File: config.mk
export PLATFORM = sky130hd
export DESIGN_NAME = hb_sqe_monitor
export DESIGN_NICKNAME = d
export VERILOG_FILES = /design/src/rtl/hb_pkg.sv /design/src/rtl/hb_tx_edge.sv /design/src/rtl/hb_window_fsm.sv /design/src/rtl/hb_w1c_flag.sv /design/src/rtl/hb_sqe_monitor.sv
export SDC_FILE = /design/constraint.sdc
export NUM_CORES = 1
export LEC_CHECK = 0
export ABC_AREA = 1
export BUFFER_PORTS_ARGS = -buffer_cell sky130_fd_sc_hd__buf_4
export CAP_MARGIN = 20
export CORE_AREA = 2 2 39 41
export DETAILED_ROUTE_END_ITERATION = 8
export DIE_AREA = 0 0 41 43
export HOLD_SLACK_MARGIN = 0.1
export SLEW_MARGIN = 20
export SYNTH_ARGS = -nofsm -noshare
export SYNTH_HDL_FRONTEND = slang
export SYNTH_SLANG_ARGS = --single-unit
File: constraint.sdc
create_clock -name clk -period 2.1 [get_ports clk]
set_clock_uncertainty 0.2 [all_clocks]
set_input_delay 0.21 -clock clk [delete_from_list [all_inputs] [get_ports clk]]
set_output_delay 0.21 -clock clk [all_outputs]
set_load 0.1 [all_outputs]
File: src/rtl/hb_pkg.sv
// Package: hb_pkg
// Shared types for the heartbeat collision test monitor.
// Assumes: nothing beyond IEEE 1800-2017 packages.
package hb_pkg;

    // Window state: idle between checks, or counting bit times after a frame
    typedef enum logic {
        HB_IDLE = 1'b0,
        HB_WAIT = 1'b1
    } hb_state_t;

    // Flag indices, shared by the clear mask and the flag bank
    localparam int HB_FLAG_COLL = 0;
    localparam int HB_FLAG_SUM  = 1;
    localparam int HB_NUM_FLAGS = 2;

endpackage

File: src/rtl/hb_tx_edge.sv
// Module: hb_tx_edge
// Detects the end of a frame: the first cycle in which tx_active is low
// after being high. Output is combinational from the registered history.
// Assumes: tx_active is synchronous to clk.
module hb_tx_edge (
    input  logic clk,
    input  logic rst_n,
    input  logic tx_active,
    output logic tx_fall
);

    logic tx_q;

    // Remember last cycle's transmit-active level
    always_ff @(posedge clk) begin
        if (!rst_n) tx_q <= 1'b0;
        else        tx_q <= tx_active;
    end

    // End of frame: was high, now low
    always_comb begin
        tx_fall = tx_q & ~tx_active;
    end

endmodule

File: src/rtl/hb_window_fsm.sv
// Module: hb_window_fsm
// At each frame end, either tests link_fail (twisted-pair mode) or opens a
// window of WINDOW_BITS bit times that the collision indicator must hit.
// err_set is a one-cycle combinational request to raise the error flags.
// Assumes: bit_en is a single-cycle pulse per bit time; tp_sel is sampled
// only at the frame end.
module hb_window_fsm
    import hb_pkg::*;
#(
    parameter int WINDOW_BITS = 40
) (
    input  logic clk,
    input  logic rst_n,
    input  logic bit_en,
    input  logic tx_fall,
    input  logic tx_active,
    input  logic coll_in,
    input  logic tp_sel,
    input  logic link_fail,
    output logic err_set,
    output logic win_active
);

    localparam int CW = (WINDOW_BITS > 1) ? $clog2(WINDOW_BITS) : 1;
    localparam logic [CW-1:0] LAST_BIT = CW'(WINDOW_BITS - 1);

    hb_state_t      state_q, state_d;
    logic [CW-1:0]  cnt_q, cnt_d;

    // Next-state, counter and error request decode
    always_comb begin
        state_d = state_q;
        cnt_d   = cnt_q;
        err_set = 1'b0;
        unique case (state_q)
            HB_IDLE: begin
                if (tx_fall) begin
                    if (tp_sel) begin
                        err_set = link_fail;
                    end else if (!coll_in) begin
                        state_d = HB_WAIT;
                        cnt_d   = '0;
                    end
                end
            end
            HB_WAIT: begin
                if (tx_active) begin
                    state_d = HB_IDLE;
                end else if (coll_in) begin
                    state_d = HB_IDLE;
                end else if (bit_en) begin
                    if (cnt_q == LAST_BIT) begin
                        err_set = 1'b1;
                        state_d = HB_IDLE;
                    end else begin
                        cnt_d = cnt_q + 1'b1;
                    end
                end
            end
            default: state_d = HB_IDLE;
        endcase
    end

    // State and bit-time counter registers
    always_ff @(posedge clk) begin
        if (!rst_n) begin
            state_q <= HB_IDLE;
            cnt_q   <= '0;
        end else begin
            state_q <= state_d;
            cnt_q   <= cnt_d;
        end
    end

    // Window-open indication for the flag logic's checker
    always_comb begin
        win_active = (state_q == HB_WAIT);
    end

endmodule

File: src/rtl/hb_w1c_flag.sv
// Module: hb_w1c_flag
// One sticky status bit with write-one-to-clear; a set in the same cycle
// as a clear wins.
// Assumes: set and clr are synchronous single-cycle requests.
module hb_w1c_flag (
    input  logic clk,
    input  logic rst_n,
    input  logic set,
    input  logic clr,
    output logic q
);

    // Sticky bit update with set priority
    always_ff @(posedge clk) begin
        if (!rst_n)   q <= 1'b0;
        else if (set) q <= 1'b1;
        else if (clr) q <= 1'b0;
    end

endmodule

File: src/rtl/hb_sqe_monitor.sv
// Module: hb_sqe_monitor (top)
// Post-transmit heartbeat monitor: frame-end detector, window FSM and a
// bank of write-one-to-clear flags (collision error, summary error).
// Assumes: all inputs synchronous to clk; no interrupt is produced.
module hb_sqe_monitor
    import hb_pkg::*;
#(
    parameter int WINDOW_BITS = 40
) (
    input  logic       clk,
    input  logic       rst_n,
    input  logic       bit_en,
    input  logic       tx_active,
    input  logic       coll_in,
    input  logic       tp_sel,
    input  logic       link_fail,
    input  logic       clr_stb,
    input  logic [1:0] clr_mask,
    output logic       coll_err,
    output logic       sum_err
);

    logic                    tx_fall;
    logic                    coll_set;
    logic                    win_active;
    logic [HB_NUM_FLAGS-1:0] flag_set;
    logic [HB_NUM_FLAGS-1:0] flag_clr;
    logic [HB_NUM_FLAGS-1:0] flag_q;

    hb_tx_edge u_edge (
        .clk       (clk),
        .rst_n     (rst_n),
        .tx_active (tx_active),
        .tx_fall   (tx_fall)
    );

    hb_window_fsm #(
        .WINDOW_BITS (WINDOW_BITS)
    ) u_fsm (
        .clk        (clk),
        .rst_n      (rst_n),
        .bit_en     (bit_en),
        .tx_fall    (tx_fall),
        .tx_active  (tx_active),
        .coll_in    (coll_in),
        .tp_sel     (tp_sel),
        .link_fail  (link_fail),
        .err_set    (coll_set),
        .win_active (win_active)
    );

    // Route the error request to both flags and gate the host clear mask
    always_comb begin
        flag_set               = '0;
        flag_set[HB_FLAG_COLL] = coll_set;
        flag_set[HB_FLAG_SUM]  = coll_set;
        flag_clr               = clr_stb ? clr_mask : '0;
    end

    for (genvar g = 0; g < HB_NUM_FLAGS; g++) begin : g_flag
        hb_w1c_flag u_flag (
            .clk   (clk),
            .rst_n (rst_n),
            .set   (flag_set[g]),
            .clr   (flag_clr[g]),
            .q     (flag_q[g])
        );
    end

    assign coll_err = flag_q[HB_FLAG_COLL];
    assign sum_err  = flag_q[HB_FLAG_SUM];

endmodule

==> impl_summary.log <==
[metrics] required time of the worst setup path: ~2000 ps
[metrics] first-pass GRT wire length: between 1500 and 2000 um
[metrics] Die Y-Extent: between 40 and 50 um
[metrics] initial cell density of the core: between 40% and 50%
[metrics] number of synthesis warnings: 0
[metrics] total negative setup slack: 0 ps
[metrics] maximum number of pins on one net before global-route repair: 8
[metrics] power per standard cell area: approximately 470 nW/um^2
[metrics] Worst Hold Depth: 4
[metrics] nets@finish: approximately 110
[metrics] CTS max path bufs: 2
[metrics] worst skew pair latency: approximately 260 ps
[metrics] Final Non-Filler Cells: about 120
[metrics] type of element launching the critical path: flop
[metrics] maximum single-stage delay on the critical path: between 500 and 600 ps
[metrics] static leakage: 0.325 nW
[metrics] critical path class: reg -> reg
[metrics] type of the tightest min-delay check: in -> reg
[metrics] maximum vdd ir drop: between 300 and 400 uV
[metrics] final WL: 1170 um
[metrics] setup-violating endpoint count in the final report: 0
[metrics] share of synthesized area occupied by flip-flops and latches: a little over a third
[metrics] critical path's slowest cell: dlygate4sd3_1
[metrics] Seq. cell area: between 200 and 250 um^2
[metrics] Avg Cell Area, Syn: 7.07 um^2
[metrics] main combinational cell family by area after synthesis: simple AND/OR/NAND/NOR gates
[metrics] number of buffers inserted during clock tree synthesis: 3
[metrics] row cnt: 14
[metrics] result of the run: completed
[metrics] multiplexer area fraction after synthesis: 0%
[metrics] Antenna Cells: 0
[metrics] share of synthesized cell area in full adder, half adder and majority cells: about 2.2%
[metrics] total via count in the routed design: 551
[metrics] clock transition at the registers of the reported paths: roughly 60 ps
[metrics] Final Slew Violations: 0
[metrics] instance count of the mapped netlist: 80
[metrics] Mapped Nets: just over 90
[metrics] origin of the worst min-delay path: clr_stb
[metrics] final-report hold violation count: 0
[metrics] fraction of layout instances using a drive strength above 1: between 20% and 30%
[metrics] overall overflow remaining after global route: 0
[metrics] number of clock sinks seen by CTS: 10
[metrics] final critical-path share of the clock period: 95.0%
[metrics] slew at the pin closest to its max-slew limit: between 200 and 300 ps
[metrics] Met1 Wirelength: approximately 560 um
[metrics] Root Driver: clkbuf_4
[metrics] per-cell via count in the routed design: ~4.7
[metrics] final critical delay including setup and external delays: about 2000 ps
[metrics] total I/O pin count: 12
[metrics] synthesized-area fraction occupied by xor and xnor cells: about 3.1%
[metrics] count of max-cap constraint violations: 0
[metrics] register-to-register setup slack: about 110 ps
[metrics] TritonCTS clock tree: built
[metrics] violation count after the first detailed-route iteration: 7
[metrics] terminating pin of the worst hold path: g_flag[1].u_flag.q$_SDFFE_PN0P_
[metrics] RSZ-0062 raised after global routing: no
[metrics] Syn Std Cell Area: between 500 and 600 um^2
[metrics] register bit total from synthesis: 10
[metrics] area of the core region: ~1400 um^2
[metrics] Crit. Startpoint: u_fsm.cnt_q[1]$_SDFFE_PN0P_
[metrics] final weighted congestion in routability-driven placement: 0.780
[metrics] postcts setup bufs: 0
[metrics] simple-gate share of the synthesized area: approximately two fifths
[metrics] global-route total usage across every layer: between 15 and 20%
[metrics] worst r2r path cells: 9
[metrics] routed wire length on met3: roughly 34 um
[metrics] met2 wire len: between 500 and 600 um
[metrics] level count of the clock H-tree: 1
[metrics] vias in the first global route: 504
[metrics] synthesized-area fraction occupied by ao, oa, aoi and oai cells: 10.8%
[metrics] RR Endpoint: u_fsm.win_active$_SDFF_PN0_
[metrics] largest driver fanout on the critical path: 4
[metrics] number of iterations in the first detailed-routing pass: 4
[metrics] area of the die: 1760 um^2
[metrics] multi-input logic area: about 340 um^2
[metrics] synthesis-to-finish area growth: 38.3%
[metrics] Horiz. Die Dim: between 40 and 50 um
[metrics] most common cell after layout, fill and taps aside: nand2_1
[metrics] CP Capture Type: flop
[metrics] highest-count cells in the layout ignoring fill and taps: nand2_1, nor2_1, buf_4, dfxtp_1
[metrics] cell breakdown of the critical path: ha_4 -> nand2_2 -> nor2_2 -> nand2_2 -> nor2_1 -> o22ai_1 -> nand2_1 -> nor2_1 -> dlygate4sd3_1
[metrics] arrival time reported for the critical path endpoint: 1940 ps
[metrics] total of fill cells in the finished design: between 100 and 150
[metrics] hpwl dp: between 800 and 900 um
[metrics] Cell Count Post-Placement: ~110
[metrics] Max-Slew Margin vs Limit: slightly above 80%
[metrics] Top Metal Used: met4
[metrics] Detail Route Antenna Nets: 0
[metrics] average wire per cell in the routed design: 9.96 um
[metrics] reg2reg start: u_fsm.cnt_q[1]$_SDFFE_PN0P_
[metrics] count of cell types in the netlist: 19
[metrics] antenna violations before repair: 0
[metrics] DRC violation count after routing: 0
[metrics] Buffers on Ports: 11
[metrics] maximum operating frequency: 502 MHz
cell families after synthesis:
group / after synthesis
AND/OR/NAND/NOR: 45
AO/OA/AOI/OAI: 11
buffers and inverters: 11
flip-flops: 10
XOR/XNOR: 2
adder cells (fa/ha/maj): 1
critical path, delay by kind of cell (launching register included):
family                     cells  cell delay, ps
DFF                            1             420
buffers and inverters          1             550
and+or+nand+nor                6             440
AOI/OAI and AO/OA              1              80
adders and majority gates      1             180
routing by layer:
layer,up-vias,GRT usage (%)
li1,294,-
met1,250,21.9
met2,5,22.5
met3,2,3.14
met4,0,12.0
met5,-,0
worst max-delay path by stage:
stage / to
after floorplan: g_flag[0].u_flag.q$_SDFFE_PN0P_
after global placement: u_fsm.cnt_q[5]$_SDFFE_PN0P_
after detailed placement: u_fsm.cnt_q[5]$_SDFFE_PN0P_
after CTS: u_fsm.win_active$_SDFF_PN0_
after global routing: u_fsm.win_active$_SDFF_PN0_
final: u_fsm.win_active$_SDFF_PN0_
Yosys cell counts, drive strengths merged:
cell    count  area [um^2]
dfxtp      10          200
a21boi      2         15.0
xor2        2         17.5
nand3       9         57.6
or2         1         6.26
nor2       15         66.3
ha          1         12.5
clkinv      1         8.76
a21oi       5         25.0
o22ai       1         6.26
inv        10         37.5
o21ai       3         15.0
nand2      20         97.6
state kept, by name (all words and copies together), names as in the netlist:
register          cells
u_fsm.cnt_q           6
g_flag.u_flag.q       2
u_fsm.win_active      1
u_edge.tx_q           1
area by class of cell:
type,count,share of cell area (%)
clock buffer,3,2.88
timing repair buffer,18,19.5
tap,16,2.56
inverter,11,5.92
multi-input combinational,59,43.4
sequential,10,25.8
through the flow:
step	util (%)	hold slack, ps	setup slack [ps]	power, mW	area, um^2
floorplan	-	81.6	561	0.214	566
global placement	48.3	197	524	0.233	668
detailed placement	48.3	194	500	0.233	668
CTS	55.0	102	35.1	0.369	761
global route	56.5	129	25.2	0.387	782
finish	56.5	102	106	0.368	782
where the power goes:
| group | switching [mW] | total (mW) | internal (mW) |
|---|---|---|---|
| Clock | 0.0623 | 0.128 | 0.0661 |
| Sequential | 0.000854 | 0.192 | 0.192 |
| Combinational | 0.0229 | 0.0471 | 0.0242 |
timing repair:
action | in CTS | in global routing
setup endpoints to repair | 0 | 1
hold buffers | 7 | 0
endpoints found under the hold margin | 6 | 0
gates resized for setup | 0 | 5
Power figures use the tool's default switching activity.
